[config.mk]
export PLATFORM = sky130hd
export DESIGN_NAME = sdram_seq
export DESIGN_NICKNAME = d
export VERILOG_FILES = /design/src/rtl/sdram_seq_pkg.sv /design/src/rtl/sdram_seq_ctrl.sv /design/src/rtl/sdram_seq_pins.sv /design/src/rtl/sdram_seq_rdcap.sv /design/src/rtl/sdram_seq.sv
export SDC_FILE = /design/constraint.sdc
export NUM_CORES = 1
export LEC_CHECK = 0
export ABC_AREA = 1
export BUFFER_PORTS_ARGS = -buffer_cell sky130_fd_sc_hd__buf_2
export CAP_MARGIN = 10
export CORE_MARGIN = 1.5
export CORE_UTILIZATION = 45
export CTS_CLUSTER_DIAMETER = 120
export CTS_CLUSTER_SIZE = 12
export DETAILED_ROUTE_END_ITERATION = 10
export PLACE_DENSITY = 0.86
export SYNTH_ARGS = -nofsm -noshare
export SYNTH_HDL_FRONTEND = slang
export SYNTH_HIERARCHICAL = 1
export SYNTH_SLANG_ARGS = --single-unit
[constraint.sdc]
create_clock -name clk -period 4.4 [get_ports clk]
set_clock_uncertainty 0.2 [all_clocks]
set_input_delay 0.88 -clock clk [delete_from_list [all_inputs] [get_ports clk]]
set_output_delay 0.88 -clock clk [all_outputs]
set_load 0.1 [all_outputs]
[src/rtl/sdram_seq_pkg.sv]
// Shared types for the SDRAM access sequencer.
// Assumes one command per cycle on a single-data-rate device bus.
package sdram_seq_pkg;

    typedef enum logic [2:0] {
        CMD_NOP, CMD_ACT, CMD_READ, CMD_WRITE, CMD_PRE
    } cmd_e;

    typedef enum logic [2:0] {
        ST_IDLE, ST_ACT, ST_RCD, ST_XFER, ST_REC, ST_PRE, ST_RP
    } state_e;

    // Words per burst from the 2-bit length code.
    function automatic logic [3:0] burst_words(input logic [1:0] code);
        case (code)
            2'b00:   return 4'd2;
            2'b01:   return 4'd4;
            default: return 4'd8;
        endcase
    endfunction

    // Active-low {cs, ras, cas, we} for a command.
    function automatic logic [3:0] cmd_pins(input cmd_e c);
        case (c)
            CMD_ACT:   return 4'b0011;
            CMD_READ:  return 4'b0101;
            CMD_WRITE: return 4'b0100;
            CMD_PRE:   return 4'b0010;
            default:   return 4'b0111;
        endcase
    endfunction

endpackage

[src/rtl/sdram_seq_ctrl.sv]
// Sequencing state machine: open, transfer, recover, close, wait.
// Assumes timing inputs in 2..2**CNT_W-1, held stable while busy.
module sdram_seq_ctrl
    import sdram_seq_pkg::*;
#(
    parameter int CNT_W = 4,
    parameter int CYC_W = 4
) (
    input  logic             clk,
    input  logic             rst_n,
    input  logic             cfg_cl3,
    input  logic [1:0]       cfg_bl,
    input  logic [CNT_W-1:0] cfg_trcd,
    input  logic [CNT_W-1:0] cfg_twr,
    input  logic [CNT_W-1:0] cfg_trp,
    input  logic             req_valid,
    input  logic             req_write,
    input  logic             req_auto,
    output logic             req_ready,
    output logic             accept,
    output cmd_e             cmd,
    output logic             auto_q,
    output logic             wbeat,
    output logic             rmask_win,
    output logic             rcapture
);
    state_e           state;
    logic [CNT_W-1:0] cnt;
    logic [CYC_W-1:0] cyc;
    logic             write_q;
    logic [CYC_W-1:0] cl;
    logic [CYC_W-1:0] bl;
    logic             in_xfer;

    assign cl        = cfg_cl3 ? CYC_W'(3) : CYC_W'(2);
    assign bl        = CYC_W'(burst_words(cfg_bl));
    assign req_ready = (state == ST_IDLE);
    assign accept    = req_valid && req_ready;
    assign in_xfer   = (state == ST_XFER);

    // State and wait-counter update.
    always_ff @(posedge clk) begin
        if (!rst_n) begin
            state   <= ST_IDLE;
            cnt     <= '0;
            cyc     <= '0;
            write_q <= 1'b0;
            auto_q  <= 1'b0;
        end else begin
            case (state)
                ST_IDLE: if (req_valid) begin
                    state   <= ST_ACT;
                    write_q <= req_write;
                    auto_q  <= req_write && req_auto;
                end
                ST_ACT: begin
                    state <= ST_RCD;
                    cnt   <= cfg_trcd - CNT_W'(2);
                end
                ST_RCD: if (cnt == '0) begin
                    state <= ST_XFER;
                    cyc   <= '0;
                end else begin
                    cnt <= cnt - CNT_W'(1);
                end
                ST_XFER: begin
                    cyc <= cyc + CYC_W'(1);
                    if (write_q && cyc == bl - CYC_W'(1)) begin
                        state <= ST_REC;
                        cnt   <= cfg_twr - CNT_W'(2);
                    end else if (!write_q && cyc == cl + bl - CYC_W'(1)) begin
                        state <= ST_PRE;
                    end
                end
                ST_REC: if (cnt == '0) state <= ST_PRE;
                        else           cnt   <= cnt - CNT_W'(1);
                ST_PRE: begin
                    state <= ST_RP;
                    cnt   <= cfg_trp - CNT_W'(2);
                end
                ST_RP: if (cnt == '0) state <= ST_IDLE;
                       else           cnt   <= cnt - CNT_W'(1);
                default: state <= ST_IDLE;
            endcase
        end
    end

    // Command decode from the current state.
    always_comb begin
        cmd = CMD_NOP;
        case (state)
            ST_ACT:  cmd = CMD_ACT;
            ST_XFER: if (cyc == '0) cmd = write_q ? CMD_WRITE : CMD_READ;
            ST_PRE:  if (!auto_q) cmd = CMD_PRE;
            default: cmd = CMD_NOP;
        endcase
    end

    // Data-phase windows relative to the column command.
    assign wbeat     = in_xfer && write_q && (cyc < bl);
    assign rmask_win = in_xfer && !write_q && (cyc + CYC_W'(2) >= cl)
                       && (cyc + CYC_W'(2) < cl + bl);
    assign rcapture  = in_xfer && !write_q && (cyc >= cl);

endmodule

[src/rtl/sdram_seq_pins.sv]
// Device pin drive: holds the request fields and encodes commands,
// address, byte mask and write data. Assumes COL_W <= AP_BIT < ADDR_W.
module sdram_seq_pins
    import sdram_seq_pkg::*;
#(
    parameter int BANK_W = 2,
    parameter int ADDR_W = 12,
    parameter int COL_W  = 8,
    parameter int DQ_W   = 16,
    parameter int AP_BIT = 10
) (
    input  logic                clk,
    input  logic                rst_n,
    input  logic                accept,
    input  logic [BANK_W-1:0]   req_bank,
    input  logic [ADDR_W-1:0]   req_row,
    input  logic [COL_W-1:0]    req_col,
    input  logic [DQ_W/8-1:0]   req_rmask,
    input  cmd_e                cmd,
    input  logic                auto_q,
    input  logic                wbeat,
    input  logic                rmask_win,
    input  logic [DQ_W-1:0]     wr_data,
    input  logic [DQ_W/8-1:0]   wr_mask,
    output logic [DQ_W/8-1:0]   rmask_q,
    output logic                wr_take,
    output logic                sd_cs_n,
    output logic                sd_ras_n,
    output logic                sd_cas_n,
    output logic                sd_we_n,
    output logic [BANK_W-1:0]   sd_ba,
    output logic [ADDR_W-1:0]   sd_addr,
    output logic [DQ_W/8-1:0]   sd_dqm,
    output logic [DQ_W-1:0]     sd_dq_out,
    output logic                sd_dq_oe
);
    logic [BANK_W-1:0] bank_q;
    logic [ADDR_W-1:0] row_q;
    logic [COL_W-1:0]  col_q;

    // Hold the request fields for the whole access.
    always_ff @(posedge clk) begin
        if (!rst_n) begin
            bank_q  <= '0;
            row_q   <= '0;
            col_q   <= '0;
            rmask_q <= '0;
        end else if (accept) begin
            bank_q  <= req_bank;
            row_q   <= req_row;
            col_q   <= req_col;
            rmask_q <= req_rmask;
        end
    end

    assign {sd_cs_n, sd_ras_n, sd_cas_n, sd_we_n} = cmd_pins(cmd);
    assign sd_ba = bank_q;

    // Address bus content per command.
    always_comb begin
        sd_addr = '0;
        case (cmd)
            CMD_ACT: sd_addr = row_q;
            CMD_READ, CMD_WRITE: begin
                sd_addr[COL_W-1:0] = col_q;
                sd_addr[AP_BIT]    = auto_q;
            end
            default: sd_addr = '0;
        endcase
    end

    assign sd_dqm    = wbeat ? wr_mask : (rmask_win ? rmask_q : '0);
    assign sd_dq_oe  = wbeat;
    assign sd_dq_out = wr_data;
    assign wr_take   = wbeat;

endmodule

[src/rtl/sdram_seq_rdcap.sv]
// Read return stage: registers each word taken from the bus and
// clears the bytes the read mask covers. Assumes DQ_W is a multiple of 8.
module sdram_seq_rdcap #(
    parameter int DQ_W = 16
) (
    input  logic              clk,
    input  logic              rst_n,
    input  logic              rcapture,
    input  logic [DQ_W/8-1:0] rmask_q,
    input  logic [DQ_W-1:0]   sd_dq_in,
    output logic              rd_valid,
    output logic [DQ_W-1:0]   rd_data
);
    localparam int LANES = DQ_W / 8;
    logic [DQ_W-1:0] keep;

    for (genvar b = 0; b < LANES; b++) begin : g_lane
        assign keep[8*b +: 8] = {8{!rmask_q[b]}};
    end

    // Capture one word per data cycle.
    always_ff @(posedge clk) begin
        if (!rst_n) begin
            rd_valid <= 1'b0;
            rd_data  <= '0;
        end else begin
            rd_valid <= rcapture;
            if (rcapture) rd_data <= sd_dq_in & keep;
        end
    end

endmodule

[src/rtl/sdram_seq.sv]
// Top of the SDRAM access sequencer: one burst per request, row opened
// and closed around it. Assumes config inputs are stable while busy.
module sdram_seq
    import sdram_seq_pkg::*;
#(
    parameter int BANK_W = 2,
    parameter int ADDR_W = 12,
    parameter int COL_W  = 8,
    parameter int DQ_W   = 16,
    parameter int CNT_W  = 4
) (
    input  logic                clk,
    input  logic                rst_n,
    input  logic                cfg_cl3,
    input  logic [1:0]          cfg_bl,
    input  logic [CNT_W-1:0]    cfg_trcd,
    input  logic [CNT_W-1:0]    cfg_twr,
    input  logic [CNT_W-1:0]    cfg_trp,
    input  logic                req_valid,
    output logic                req_ready,
    input  logic                req_write,
    input  logic                req_auto,
    input  logic [BANK_W-1:0]   req_bank,
    input  logic [ADDR_W-1:0]   req_row,
    input  logic [COL_W-1:0]    req_col,
    input  logic [DQ_W/8-1:0]   req_rmask,
    output logic                wr_take,
    input  logic [DQ_W-1:0]     wr_data,
    input  logic [DQ_W/8-1:0]   wr_mask,
    output logic                rd_valid,
    output logic [DQ_W-1:0]     rd_data,
    output logic                sd_cs_n,
    output logic                sd_ras_n,
    output logic                sd_cas_n,
    output logic                sd_we_n,
    output logic [BANK_W-1:0]   sd_ba,
    output logic [ADDR_W-1:0]   sd_addr,
    output logic [DQ_W/8-1:0]   sd_dqm,
    output logic [DQ_W-1:0]     sd_dq_out,
    output logic                sd_dq_oe,
    input  logic [DQ_W-1:0]     sd_dq_in
);
    localparam int CYC_W  = 4;
    localparam int AP_BIT = 10;

    cmd_e              cmd;
    logic              accept;
    logic              auto_q;
    logic              wbeat;
    logic              rmask_win;
    logic              rcapture;
    logic [DQ_W/8-1:0] rmask_q;

    sdram_seq_ctrl #(.CNT_W(CNT_W), .CYC_W(CYC_W)) u_ctrl (
        .clk(clk), .rst_n(rst_n),
        .cfg_cl3(cfg_cl3), .cfg_bl(cfg_bl),
        .cfg_trcd(cfg_trcd), .cfg_twr(cfg_twr), .cfg_trp(cfg_trp),
        .req_valid(req_valid), .req_write(req_write), .req_auto(req_auto),
        .req_ready(req_ready), .accept(accept), .cmd(cmd), .auto_q(auto_q),
        .wbeat(wbeat), .rmask_win(rmask_win), .rcapture(rcapture)
    );

    sdram_seq_pins #(
        .BANK_W(BANK_W), .ADDR_W(ADDR_W), .COL_W(COL_W),
        .DQ_W(DQ_W), .AP_BIT(AP_BIT)
    ) u_pins (
        .clk(clk), .rst_n(rst_n), .accept(accept),
        .req_bank(req_bank), .req_row(req_row), .req_col(req_col),
        .req_rmask(req_rmask), .cmd(cmd), .auto_q(auto_q),
        .wbeat(wbeat), .rmask_win(rmask_win),
        .wr_data(wr_data), .wr_mask(wr_mask), .rmask_q(rmask_q),
        .wr_take(wr_take), .sd_cs_n(sd_cs_n), .sd_ras_n(sd_ras_n),
        .sd_cas_n(sd_cas_n), .sd_we_n(sd_we_n), .sd_ba(sd_ba),
        .sd_addr(sd_addr), .sd_dqm(sd_dqm), .sd_dq_out(sd_dq_out),
        .sd_dq_oe(sd_dq_oe)
    );

    sdram_seq_rdcap #(.DQ_W(DQ_W)) u_rd (
        .clk(clk), .rst_n(rst_n), .rcapture(rcapture), .rmask_q(rmask_q),
        .sd_dq_in(sd_dq_in), .rd_valid(rd_valid), .rd_data(rd_data)
    );

endmodule

==> results.py <==
metrics = {
    "detailed_routing": {
        "wl_per_cell_um": 12.6,
        "vias": 3274,
        "first_pass_iters": 5,
        "drtAntennaViolNets": 0,
        "drt_iter0_drc": 138,
        "routed_wl_mm": 8.07,
        "drc_errors": 0,
        "vias_per_cell": 5.12,
    },
    "timing": {
        "timing.fmax_mhz": 244,
        "hold_viol_final": 0,
        "setup_viol": 0,
        "period_share_pct": 93.0,
        "rsz0062_at_grt": "no",
        "finalMaxSlewViolations": 0,
        "fin_ws_ns": 0.308,
        "relSlewSlack_pct": 53.1,
        "layout_min_cycle_time_ns": 4.09,
        "tns_ns": 0,
        "worst_slew_pin_slew_ns": 0.703,
    },
    "global_route": {
        "track_usage_pct": 20.5,
        "grt_overflow": 0,
        "grt_antenna_before_repair": 0,
        "grt_pass1_vias": 3056,
        "grt_max_degree": 33,
        "grt_pass1_wl_mm": 12.8,
    },
    "layout": {
        "area_growth_pct": 13.7,
        "drive_above_1_share_pct": 27.4,
        "fill_cells": 688,
        "n_antenna_cell": 0,
        "fin_nets": 633,
        "final_cells": 640,
        "final_util_pct": 53.5,
    },
    "clock_network": {
        "clk_latency_ns": 0.29,
        "root_buffer": "clkbuf_8",
        "tritoncts": "done",
        "path_clk_slew_ns": 0.09,
        "cts_resized": 0,
        "cts-hold-fix-buffers": 0,
        "cts.sinks": 54,
        "ctsLongestPathBuffers": 2,
        "numCtsBuffers": 5,
        "cts_setup_buffers": 0,
        "htreeDepth": 2,
    },
    "placed_design": {
        "dp_slack_ns": 0.339,
        "place_congestion": 0.920,
        "portBuffers": 100,
        "dp_cells": 632,
        "hpwl_mm": 6.03,
    },
    "synth": {
        "syn_avg_cell_area_um2": 6.89,
        "synth_area_um2": 3230,
        "synth_fa_ha_area_share_pct": 4.65,
        "synth-xor-area-share_pct": 1.08,
        "seq_area_frac_synth_pct": 33.4,
        "synth_compound_area_share_pct": 12.9,
        "yosysMostFrequentCell": "nand2_1",
        "synth-edff-count": 0,
        "yosys.area_share.simple_pct": 33.6,
        "synthCells": 469,
        "synth_warnings": 6,
        "synthArstFlopShare_pct": 0,
        "synth_top_family_by_area": "simple AND/OR/NAND/NOR gates",
        "yosys.area.top_type": "dfxtp_1",
        "synthTopCellsByArea": "dfxtp_1 33%, nand2_1 11%, nor2_1 8.8%",
        "yosysUniqueCellTypes": 36,
        "ys.flop_type": "dfxtp_1",
        "synth-seq-cells": 54,
        "post-synth-top-area-fraction_pct": 33.4,
        "synth_nets": 559,
        "ys_top_cells_by_count": "97 x nand2_1, 76 x nor2_1, 54 x dfxtp_1",
        "synth_mux_area_share_pct": 0,
    },
    "setup_path": {
        "arrival_ns": 3.01,
        "cp.required_ns": 3.32,
        "end_kind": "primary output",
        "r2r_cells": 8,
        "critPathKind": "in -> out",
        "r2r_end": "u_rd/rd_data[0]",
        "crit_path_end": "sd_dqm[1]",
        "r2r_start": "u_ctrl/state[0]",
        "setup.worst_path.start": "cfg_bl[1]",
        "r2r_slack_ns": 2.04,
        "cp_max_fo": 5,
        "startpoint_type": "primary input",
    },
    "floorplanning": {
        "core-area_um2": 6870,
        "rows": 30,
        "ios": 134,
        "die-width_um": 87.7,
        "start_util_pct": 47.0,
        "die_h_um": 87.7,
        "dieArea_um2": 7700,
    },
    "power": {
        "p_clk_share_pct": 13.2,
        "ir_drop_mv": 0.333,
        "report.power.total_w": 0.00207,
        "switchingPower_w": 0.00108,
        "comb_power_share_pct": 53.8,
        "power_per_cell_area_nw_per_um2": 562,
        "swShare_pct": 52.4,
        "p_leak_nw": 1.84,
        "p_seq_share_pct": 33.0,
        "internal_power_w": 0.000984,
    },
    "job": {
        "cap_viol_max_count": 0,
    },
    "min_path": {
        "holdCritPathClass": "reg -> reg",
    },
    "status": {
        "status": "finished, final reports clean",
    },
}
-- metal layers --
layer,GRT usage (%),vias up,part of all wire (%)
met5,0,-,0
met3,4.71,21,6.6
met1,23.8,1494,44
li1,-,1645,-
met2,37.2,114,48
met4,6.20,0,1.5
-- worst min-delay path by stage --
| stage | from | end | slack (ns) | depth (start not counted) |
|---|---|---|---|---|
| after floorplan | u_ctrl/auto_q | u_ctrl/auto_q | 0.26 | 2 |
| after global placement | u_rd/rd_data[0] | u_rd/rd_data[0] | 0.25 | 2 |
| after detailed placement | u_rd/rd_data[14] | u_rd/rd_data[14] | 0.26 | 2 |
| after CTS | u_rd/rd_data[14] | u_rd/rd_data[14] | 0.27 | 2 |
| after global routing | u_rd/rd_data[14] | u_rd/rd_data[14] | 0.29 | 2 |
| final | u_rd/rd_data[14] | u_rd/rd_data[14] | 0.27 | 2 |
-- placed cells by master (no fill, tap or decap), types with 2 or more instances in the layout --
| master | instances |
|---|---|
| dfxtp_1 | 54 |
| buf_2 | 100 |
| o31ai_1 | 2 |
| buf_4 | 2 |
| a21oi_1 | 16 |
| inv_1 | 37 |
| nand2_1 | 97 |
| nor3_1 | 4 |
| clkbuf_8 | 5 |
| ha_1 | 12 |
| inv_2 | 7 |
| a21oi_2 | 11 |
| nor2_1 | 76 |
| nor2_2 | 2 |
| nand3_1 | 43 |
| nand2_2 | 11 |
| nand3_2 | 2 |
| xor2_1 | 4 |
| nand4_1 | 12 |
| o21ai_0 | 32 |
-- final cells by class --
type	instances	area (µm²)	share of cell area, %
clock buffers	5	68.8	1.87
clock inverters	3	21.3	0.579
inverters	45	176	4.80
multi-input cells	335	1690	46.0
flip-flops and latches	54	1080	29.4
well taps	96	120	3.27
repair buffers	102	515	14.0
-- kinds of logic after synthesis --
kind of cell,count (synthesis)
buffers and inverters,80
AOI/OAI and AO/OA,68
other,1
DFF,54
and+or+nand+nor,250
adders and majority gates,12
xor gates and xnor gates,4
-- power groups by stage --
stage / combinational [W] / clock (W) / sequential, W
global route: 0.00121 / 0.000306 / 0.000694
finish: 0.00111 / 0.000273 / 0.000681
global placement: 0.00108 / 0 / 0.000684
floorplan: 0.000972 / 0 / 0.000697
CTS: 0.00111 / 0.000284 / 0.000679
detailed placement: 0.00110 / 0 / 0.000689
-- through the flow --
step / hold slack, ns / cell area, µm²
floorplan: 0.257 / 3230
global placement: 0.249 / 3580
detailed placement: 0.257 / 3580
CTS: 0.271 / 3670
global route: 0.288 / 3670
finish: 0.268 / 3670
-- sequential cells by signal (all words and copies together), names as in the netlist --
name,flops
u_pins/rmask_q,2
u_pins/row_q,12
u_pins/sd_ba,2
u_rd/rd_data,16
u_ctrl/auto_q,1
u_ctrl/write_q,1
u_rd/rd_valid,1
u_pins/col_q,8
u_ctrl/state,3
u_ctrl/cyc,4
u_ctrl/cnt,4
-- worst max-delay path: stages --
cell and delay (ns):
buf_2 0.10, inv_1 0.08, nand2_1 0.11, ha_1 0.24
inv_1 0.11, ha_1 0.25, a21oi_1 0.18, nand2_1 0.08
nor3_1 0.38, nand2_1 0.09, nand2_1 0.09, buf_2 0.42
No activity file was read; power rests on OpenSTA's default activity.
